**src/rtl/scale_step_pkg.sv**
```systemverilog
package scale_step_pkg;

    typedef enum logic [1:0] {
        LVL_FULL    = 2'b00,
        LVL_HALF    = 2'b01,
        LVL_QUART   = 2'b10,
        LVL_QUART_X = 2'b11
    } level_e;

    localparam int unsigned PHASE_ADD = 32'h514;

    function automatic int unsigned level_shift(level_e lv);
        case (lv)
            LVL_FULL: return 0;
            LVL_HALF: return 1;
            default:  return 2;
        endcase
    endfunction

    function automatic logic [1:0] level_code(level_e lv);
        case (lv)
            LVL_FULL: return 2'b00;
            LVL_HALF: return 2'b01;
            default:  return 2'b10;
        endcase
    endfunction

endpackage

```
**src/rtl/scale_step_div.sv**
```systemverilog
module scale_step_div #(
    parameter int QW = 37,
    parameter int DW = 16
) (
    input  logic          clk,
    input  logic          rst,
    input  logic          load_i,
    input  logic [QW-1:0] dividend_i,
    input  logic [DW-1:0] divisor_i,
    output logic [QW-1:0] quo_o,
    output logic          rem_nz_o,
    output logic          fin_o
);
    localparam int CW = $clog2(QW);

    logic [QW-1:0] work_q;
    logic [DW-1:0] rem_q;
    logic [DW-1:0] dv_q;
    logic [CW-1:0] cnt_q;
    logic          busy_q;
    logic          fin_q;

    logic [DW:0]   trial;
    logic          ge;
    logic [DW-1:0] rem_nx;

    always_comb begin
        trial  = {rem_q, work_q[QW-1]};
        ge     = trial >= {1'b0, dv_q};
        rem_nx = ge ? DW'(trial - {1'b0, dv_q}) : trial[DW-1:0];
    end

    always_ff @(posedge clk) begin
        if (rst) begin
            work_q <= '0;
            rem_q  <= '0;
            dv_q   <= '0;
            cnt_q  <= '0;
            busy_q <= 1'b0;
            fin_q  <= 1'b0;
        end else begin
            fin_q <= 1'b0;
            if (load_i) begin
                work_q <= dividend_i;
                rem_q  <= '0;
                dv_q   <= divisor_i;
                cnt_q  <= '0;
                busy_q <= 1'b1;
            end else if (busy_q) begin
                work_q <= {work_q[QW-2:0], ge};
                rem_q  <= rem_nx;
                cnt_q  <= cnt_q + 1'b1;
                if (cnt_q == CW'(QW-1)) begin
                    busy_q <= 1'b0;
                    fin_q  <= 1'b1;
                end
            end
        end
    end

    assign quo_o    = work_q;
    assign rem_nz_o = |rem_q;
    assign fin_o    = fin_q;


    rem_below_divisor_chk: assert property (@(posedge clk) disable iff (rst)
        busy_q |-> (rem_q < dv_q));


    no_zero_divisor_chk: assert property (@(posedge clk) disable iff (rst)
        load_i |-> (divisor_i != '0));


    no_reload_busy_chk: assert property (@(posedge clk) disable iff (rst)
        busy_q |-> !load_i);

endmodule

```
**src/rtl/scale_step_derive.sv**
```systemverilog
module scale_step_derive
    import scale_step_pkg::*;
#(
    parameter int QW = 37
) (
    input  logic [QW-1:0] step_i,
    input  level_e        lvl_i,
    output logic [QW-1:0] hstep_o,
    output logic [QW-1:0] hhalf_o,
    output logic [QW-1:0] vluma_o,
    output logic [QW-1:0] vluma_nxt_o,
    output logic [QW-1:0] vchroma_o,
    output logic [QW-1:0] vchroma_nxt_o
);
    localparam logic [QW-1:0] ADD_W = QW'(PHASE_ADD);

    logic [QW-1:0] quarter;

    always_comb begin
        quarter       = step_i >> 2;
        hstep_o       = quarter;
        hhalf_o       = step_i >> 1;
        vluma_o       = quarter;
        vluma_nxt_o   = quarter + ADD_W;
        vchroma_o     = (lvl_i == LVL_FULL) ? quarter : (step_i >> 3);
        vchroma_nxt_o = vchroma_o + ADD_W;
    end

endmodule

```
**src/rtl/scale_step_gen.sv**
```systemverilog
module scale_step_gen
    import scale_step_pkg::*;
#(
    parameter int SRC_W  = 16,
    parameter int DST_W  = 16,
    parameter int FRAC_W = 21,
    localparam int QW    = SRC_W + FRAC_W
) (
    input  logic             clk,
    input  logic             rst,
    input  logic             start_i,
    input  logic [SRC_W-1:0] src_i,
    input  logic [DST_W-1:0] dst_i,
    input  logic [1:0]       level_i,
    output logic [QW-1:0]    step_o,
    output logic [QW-1:0]    hstep_o,
    output logic [QW-1:0]    hhalf_o,
    output logic [QW-1:0]    vluma_o,
    output logic [QW-1:0]    vluma_nxt_o,
    output logic [QW-1:0]    vchroma_o,
    output logic [QW-1:0]    vchroma_nxt_o,
    output logic [1:0]       div_code_o,
    output logic             done_o,
    output logic             err_o
);
    level_e          lvl_in;
    level_e          lvl_q;
    logic            run_q;
    logic            done_q;
    logic            err_q;
    logic [QW-1:0]   step_q;
    logic            accept;
    logic            dst_zero;
    logic [SRC_W-1:0] eff_src;
    logic [QW-1:0]   dividend;
    logic [QW-1:0]   quo;
    logic            rem_nz;
    logic            fin;

    always_comb begin
        lvl_in   = level_e'(level_i);
        accept   = start_i && !run_q;
        dst_zero = (dst_i == '0);
        eff_src  = src_i >> level_shift(lvl_in);
        dividend = {eff_src, {FRAC_W{1'b0}}};
    end

    scale_step_div #(.QW(QW), .DW(DST_W)) i_div (
        .clk        (clk),
        .rst        (rst),
        .load_i     (accept && !dst_zero),
        .dividend_i (dividend),
        .divisor_i  (dst_i),
        .quo_o      (quo),
        .rem_nz_o   (rem_nz),
        .fin_o      (fin)
    );

    always_ff @(posedge clk) begin
        if (rst) begin
            lvl_q  <= LVL_FULL;
            run_q  <= 1'b0;
            done_q <= 1'b0;
            err_q  <= 1'b0;
            step_q <= '0;
        end else if (accept) begin
            lvl_q <= lvl_in;
            if (dst_zero) begin
                done_q <= 1'b1;
                err_q  <= 1'b1;
                step_q <= '1;
            end else begin
                run_q  <= 1'b1;
                done_q <= 1'b0;
                err_q  <= 1'b0;
            end
        end else if (run_q && fin) begin
            run_q  <= 1'b0;
            done_q <= 1'b1;
            step_q <= quo + QW'(rem_nz);
        end
    end

    scale_step_derive #(.QW(QW)) i_derive (
        .step_i        (step_q),
        .lvl_i         (lvl_q),
        .hstep_o       (hstep_o),
        .hhalf_o       (hhalf_o),
        .vluma_o       (vluma_o),
        .vluma_nxt_o   (vluma_nxt_o),
        .vchroma_o     (vchroma_o),
        .vchroma_nxt_o (vchroma_nxt_o)
    );

    assign step_o     = step_q;
    assign div_code_o = level_code(lvl_q);
    assign done_o     = done_q;
    assign err_o      = err_q;


    err_implies_done_chk: assert property (@(posedge clk) disable iff (rst)
        err_q |-> done_q);


    err_step_sat_chk: assert property (@(posedge clk) disable iff (rst)
        err_q |-> (&step_q));


    done_not_running_chk: assert property (@(posedge clk) disable iff (rst)
        done_q |-> !run_q);


    start_clears_done_chk: assert property (@(posedge clk) disable iff (rst)
        (start_i && !run_q && dst_i != '0) |=> !done_q);


    level_held_chk: assert property (@(posedge clk) disable iff (rst)
        (run_q && $past(run_q)) |-> $stable(lvl_q));


    done_holds_chk: assert property (@(posedge clk) disable iff (rst)
        (done_q && !start_i) |=> (done_q && $stable(step_q)));

endmodule

```
**config.mk**
```make
export PLATFORM = sky130hd
export DESIGN_NAME = scale_step_gen
export DESIGN_NICKNAME = d
export VERILOG_FILES = /design/src/rtl/scale_step_pkg.sv /design/src/rtl/scale_step_div.sv /design/src/rtl/scale_step_derive.sv /design/src/rtl/scale_step_gen.sv
export SDC_FILE = /design/constraint.sdc
export NUM_CORES = 1
export LEC_CHECK = 0
export ABC_AREA = 1
export ABC_CLOCK_PERIOD_IN_PS = 2780
export BUFFER_PORTS_ARGS = -buffer_cell sky130_fd_sc_hd__buf_2
export CAP_MARGIN = 40
export CORE_MARGIN = 2
export CORE_UTILIZATION = 54
export CTS_CLUSTER_SIZE = 40
export DETAILED_ROUTE_END_ITERATION = 10
export GPL_ROUTABILITY_DRIVEN = 0
export PLACE_DENSITY_LB_ADDON = 0.1
export SYNTH_ARGS = -nofsm -noshare
export SYNTH_HDL_FRONTEND = slang
export SYNTH_SLANG_ARGS = --single-unit
```
**constraint.sdc**
```tcl
create_clock -name clk -period 2.78 [get_ports clk]
set_input_delay 0.278 -clock clk [delete_from_list [all_inputs] [get_ports clk]]
set_output_delay 0.278 -clock clk [all_outputs]
set_load 0.01 [all_outputs]
```
==> summary.txt <==
Logic synthesis
  • Asr flop ratio synth: 0%
  • Yosys reg bits: 119
  • Synth unique cells: 49
  • Syn Area/Cell: 6.24 um^2
  • Yosys top cell area share: a little under a quarter
  • Most frequent cells after synthesis: 425 x nand2_1, 179 x inv_1, 162 x nor2_1
  • Top cells by area, synth: dfxtp_1 23%, nand2_1 15%, buf_4 8.7%
  • EDFF count, synth: 0
  • Synth Flop Type: dfxtp_1
  • Cells after synthesis: between 1.5k and 2k
  • Register area share after synthesis: 23.1%
  • Most common cell in the synthesized netlist: nand2_1
  • Warnings from Yosys: 0
  • Yosys top cell by area: dfxtp_1
  • Synthesized cell area: 10300 um^2

Power and ir drop
  • Static leakage: 6.10 nW
  • Maximum vdd drop: 0.000527 V
  • Internal power consumption: 0.00408 W
  • Clock power share: 33.8%
  • Pwr dens: 526 nW/um^2
  • Sw Share: about two fifths
  • Seq pwr share: around 30%
  • Overall Power: 0.00661 W
  • Logic gate share of total power: 36.3%
  • Switching power: approximately 0.0025 W

Die
  • DIE HEIGHT: 142 um
  • IO Count: 300
  • Core Region: 18700 um^2
  • Die span in x: about 140 um
  • Initial Util: a little under three fifths
  • Row count: 50
  • Die area: 20200 um^2

Route
  • Antenna viol nets, final: 0
  • Via density: 5.59
  • Drt initial violations: 1199
  • Routed wire length per instance: between 15 and 20 um
  • Via count: around 12k
  • Drt total wl: 37500 um
  • Drt first pass iters: 7
  • # DRC: 0

STA
  • Post-route minimum period: approximately 2.8 ns
  • Max-Slew Margin vs Limit: 54.9%
  • RSZ-0062 raised after global routing: true
  • Slew Limit Fails: 0
  • Clock skew: 0.00875 ns
  • Setup violators final: 0
  • Post-route clock period utilization: 99.8%
  • Worst Tran Pin Value: ~0.68 ns
  • Final worst setup slack: 0.00544 ns
  • Final hold vios: 0
  • Fmax: 360 MHz

Setup path
  • Reg2Reg Launch Point: i_div.rem_q[15]
  • Crit path kind: flip-flop to primary output
  • R2R setup slack: 0.26 ns
  • Crit. End Element: primary output
  • Worst-case reg-to-reg path depth: 11
  • Reg-to-Reg End: step_o[20]
  • Max Fanout on Critical Path: 7
  • Worst Path Required: between 2 and 3 ns
  • Crit path launch type: flip-flop
  • WP data arrival: 2.50 ns

Run
  • Max-cap viol count: 0

Place
  • Worst slack, placed: approximately 0.15 ns
  • Port Buffers: 290
  • Post-DP HPWL: 28000 um
  • Dpl cells: 2045

Global routing
  • First-pass GRT wire length: 54800 um
  • Antenna violations before repair: 0
  • Grt met2 use: between 50% and 60%
  • Total congestion overflow: 0
  • Busiest grt layer: met2
  • Total GRT Usage: 34.8%
  • Largest net degree at the start of global routing: 60
  • Met1 Usage GRT: 49.0%
  • GRT met3 Usage: 6.09%
  • Number of global-route vias before repair: 9944

Clocking
  • Clock Sink Count: around 120
  • Clk pin slew, worst setup/hold paths: about 0.060 ns
  • Cts hold-fix bufs: 0
  • CTS tree: built
  • Clock Tree Buf Depth: 2
  • Clk root buf: clkbuf_16
  • H-tree depth: 4
  • Total CTS buffers: 17
  • Clk_lat worst skew: 0.42 ns

Min path
  • Hold path endpoint: i_div.dv_q[5]
  • Hold depth: 3
  • Hold_sp: dst_i[5]
  • Hold Crit Class: primary input to flip-flop

Layout
  • Non-Filler Instances: 2116
  • Fin util: 67.2%
  • Antenna cells: 0
  • NumNets Final: 1929
  • Synth-to-layout area growth: 22.0%
  • Layout cell share with drive strength beyond 1: 28.7%

Run status
  • Status: finished, final reports clean
-- how the worst max path moves through the flow --
stage                    from                 to  slack (ns)  cells after the start
detailed placement   lvl_q[1]  vchroma_nxt_o[30]        0.15                     13
finish               lvl_q[1]  vchroma_nxt_o[25]       0.005                     15
CTS                 step_o[5]    vluma_nxt_o[31]       -0.02                     12
global placement     lvl_q[1]  vchroma_nxt_o[30]        0.19                     13
global route         lvl_q[1]  vchroma_nxt_o[25]       -0.12                     15
floorplan            lvl_q[1]  vchroma_nxt_o[16]        0.40                     13
-- logic make-up (layout without fill, tap and decap cells) --
family                   after synthesis  in the layout  share of synthesized area [%]
buffers and inverters                368            591                           18.5
XOR/XNOR                              70             70                           6.02
AND/OR/NAND/NOR                      828            828                           35.0
flip-flops                           119            119                           23.1
AO/OA/AOI/OAI                        240            240                           14.3
adder cells (fa/ha/maj)               23             23                           2.87
multiplexers                           2              2                          0.194
other                                  1              9                         0.0364
-- power by group through the flow --
stage	Clock [W]	Sequential [W]	Combinational, W
global route	0.00232	0.00199	0.00260
detailed placement	0	0.00200	0.00208
global placement	0	0.00200	0.00206
floorplan	0	0.00199	0.00147
CTS	0.00226	0.00197	0.00216
finish	0.00224	0.00198	0.00240
-- state kept, by name, indices dropped and copies added (netlist names) --
signal	flops
done_o	1
err_o	1
i_div.busy_q	1
i_div.cnt_q	6
i_div.dv_q	16
i_div.fin_o	1
i_div.quo_o	37
i_div.rem_q	16
lvl_q	2
run_q	1
step_o	37
-- final cells by class --
class                   instances  area, um^2
clock buffers                  20         457
clock inverters                12         143
fillers                      1703        6130
inverters                     193         727
multi-input cells            1172        6370
flip-flops and latches        119        2400
well taps                     234         293
repair buffers                366        2190
-- placed cells by master (no fill, tap or decap), types with 9 or more instances in the layout --
cell / count
buf_2: 290
nor2_2: 16
clkbuf_16: 20
nand3b_1: 10
nor3_1: 34
a31oi_1: 30
a211oi_1: 9
xor2_1: 57
buf_4: 60
inv_2: 20
o21ai_4: 19
o21ai_1: 10
conb_1: 9
o21a_1: 9
nor2_1: 153
nand4_1: 27
dfxtp_2: 9
nor4_1: 9
inv_1: 170
nor2_4: 12
nand2_2: 26
nand2_1: 406
nand3_1: 108
ha_1: 20
xnor2_1: 12
dfxtp_1: 109
o21ai_2: 11
a21oi_1: 87
o21ai_0: 45
-- metrics by stage --
stage | hold WS (ns) | setup TNS [ns] | instance area [um^2]
6_report | 0.157 | 0 | 12600
4_1_cts | 0.141 | -0.0559 | 12000
2_1_floorplan | 0.435 | 0 | 10300
5_1_grt | 0.163 | -0.944 | 12600
3_3_place_gp | 0.456 | 0 | 11200
3_5_place_dp | 0.464 | 0 | 11200
-- repair_timing --
action                                  4_1_cts  5_1_grt
resized for setup                            25       79
setup buffers                                12       21
gates cloned                                  1        5
pin swaps                                    10       22
endpoints found under the setup margin       36       46
-- critical path: stages, from the launching register on --
cell and delay, ns:
dfxtp_4 0.35, nor2_4 0.15, buf_12 0.17, clkbuf_16 0.16, nand2_1 0.05, o21ai_1 0.12
inv_1 0.15, nand2_2 0.15, nand2_4 0.09, nand2_1 0.12, o21ai_4 0.09, buf_6 0.14
nand3_1 0.09, nand2_1 0.06, nand2_1 0.06, buf_2 0.12
-- per-layer routing --
layer	vias to the layer above	share of wire (%)
li1	5641	-
met1	5343	41
met2	713	44
met3	123	10
met4	0	4.2
met5	-	0
Note: power is estimated with default switching activity, not from simulation.
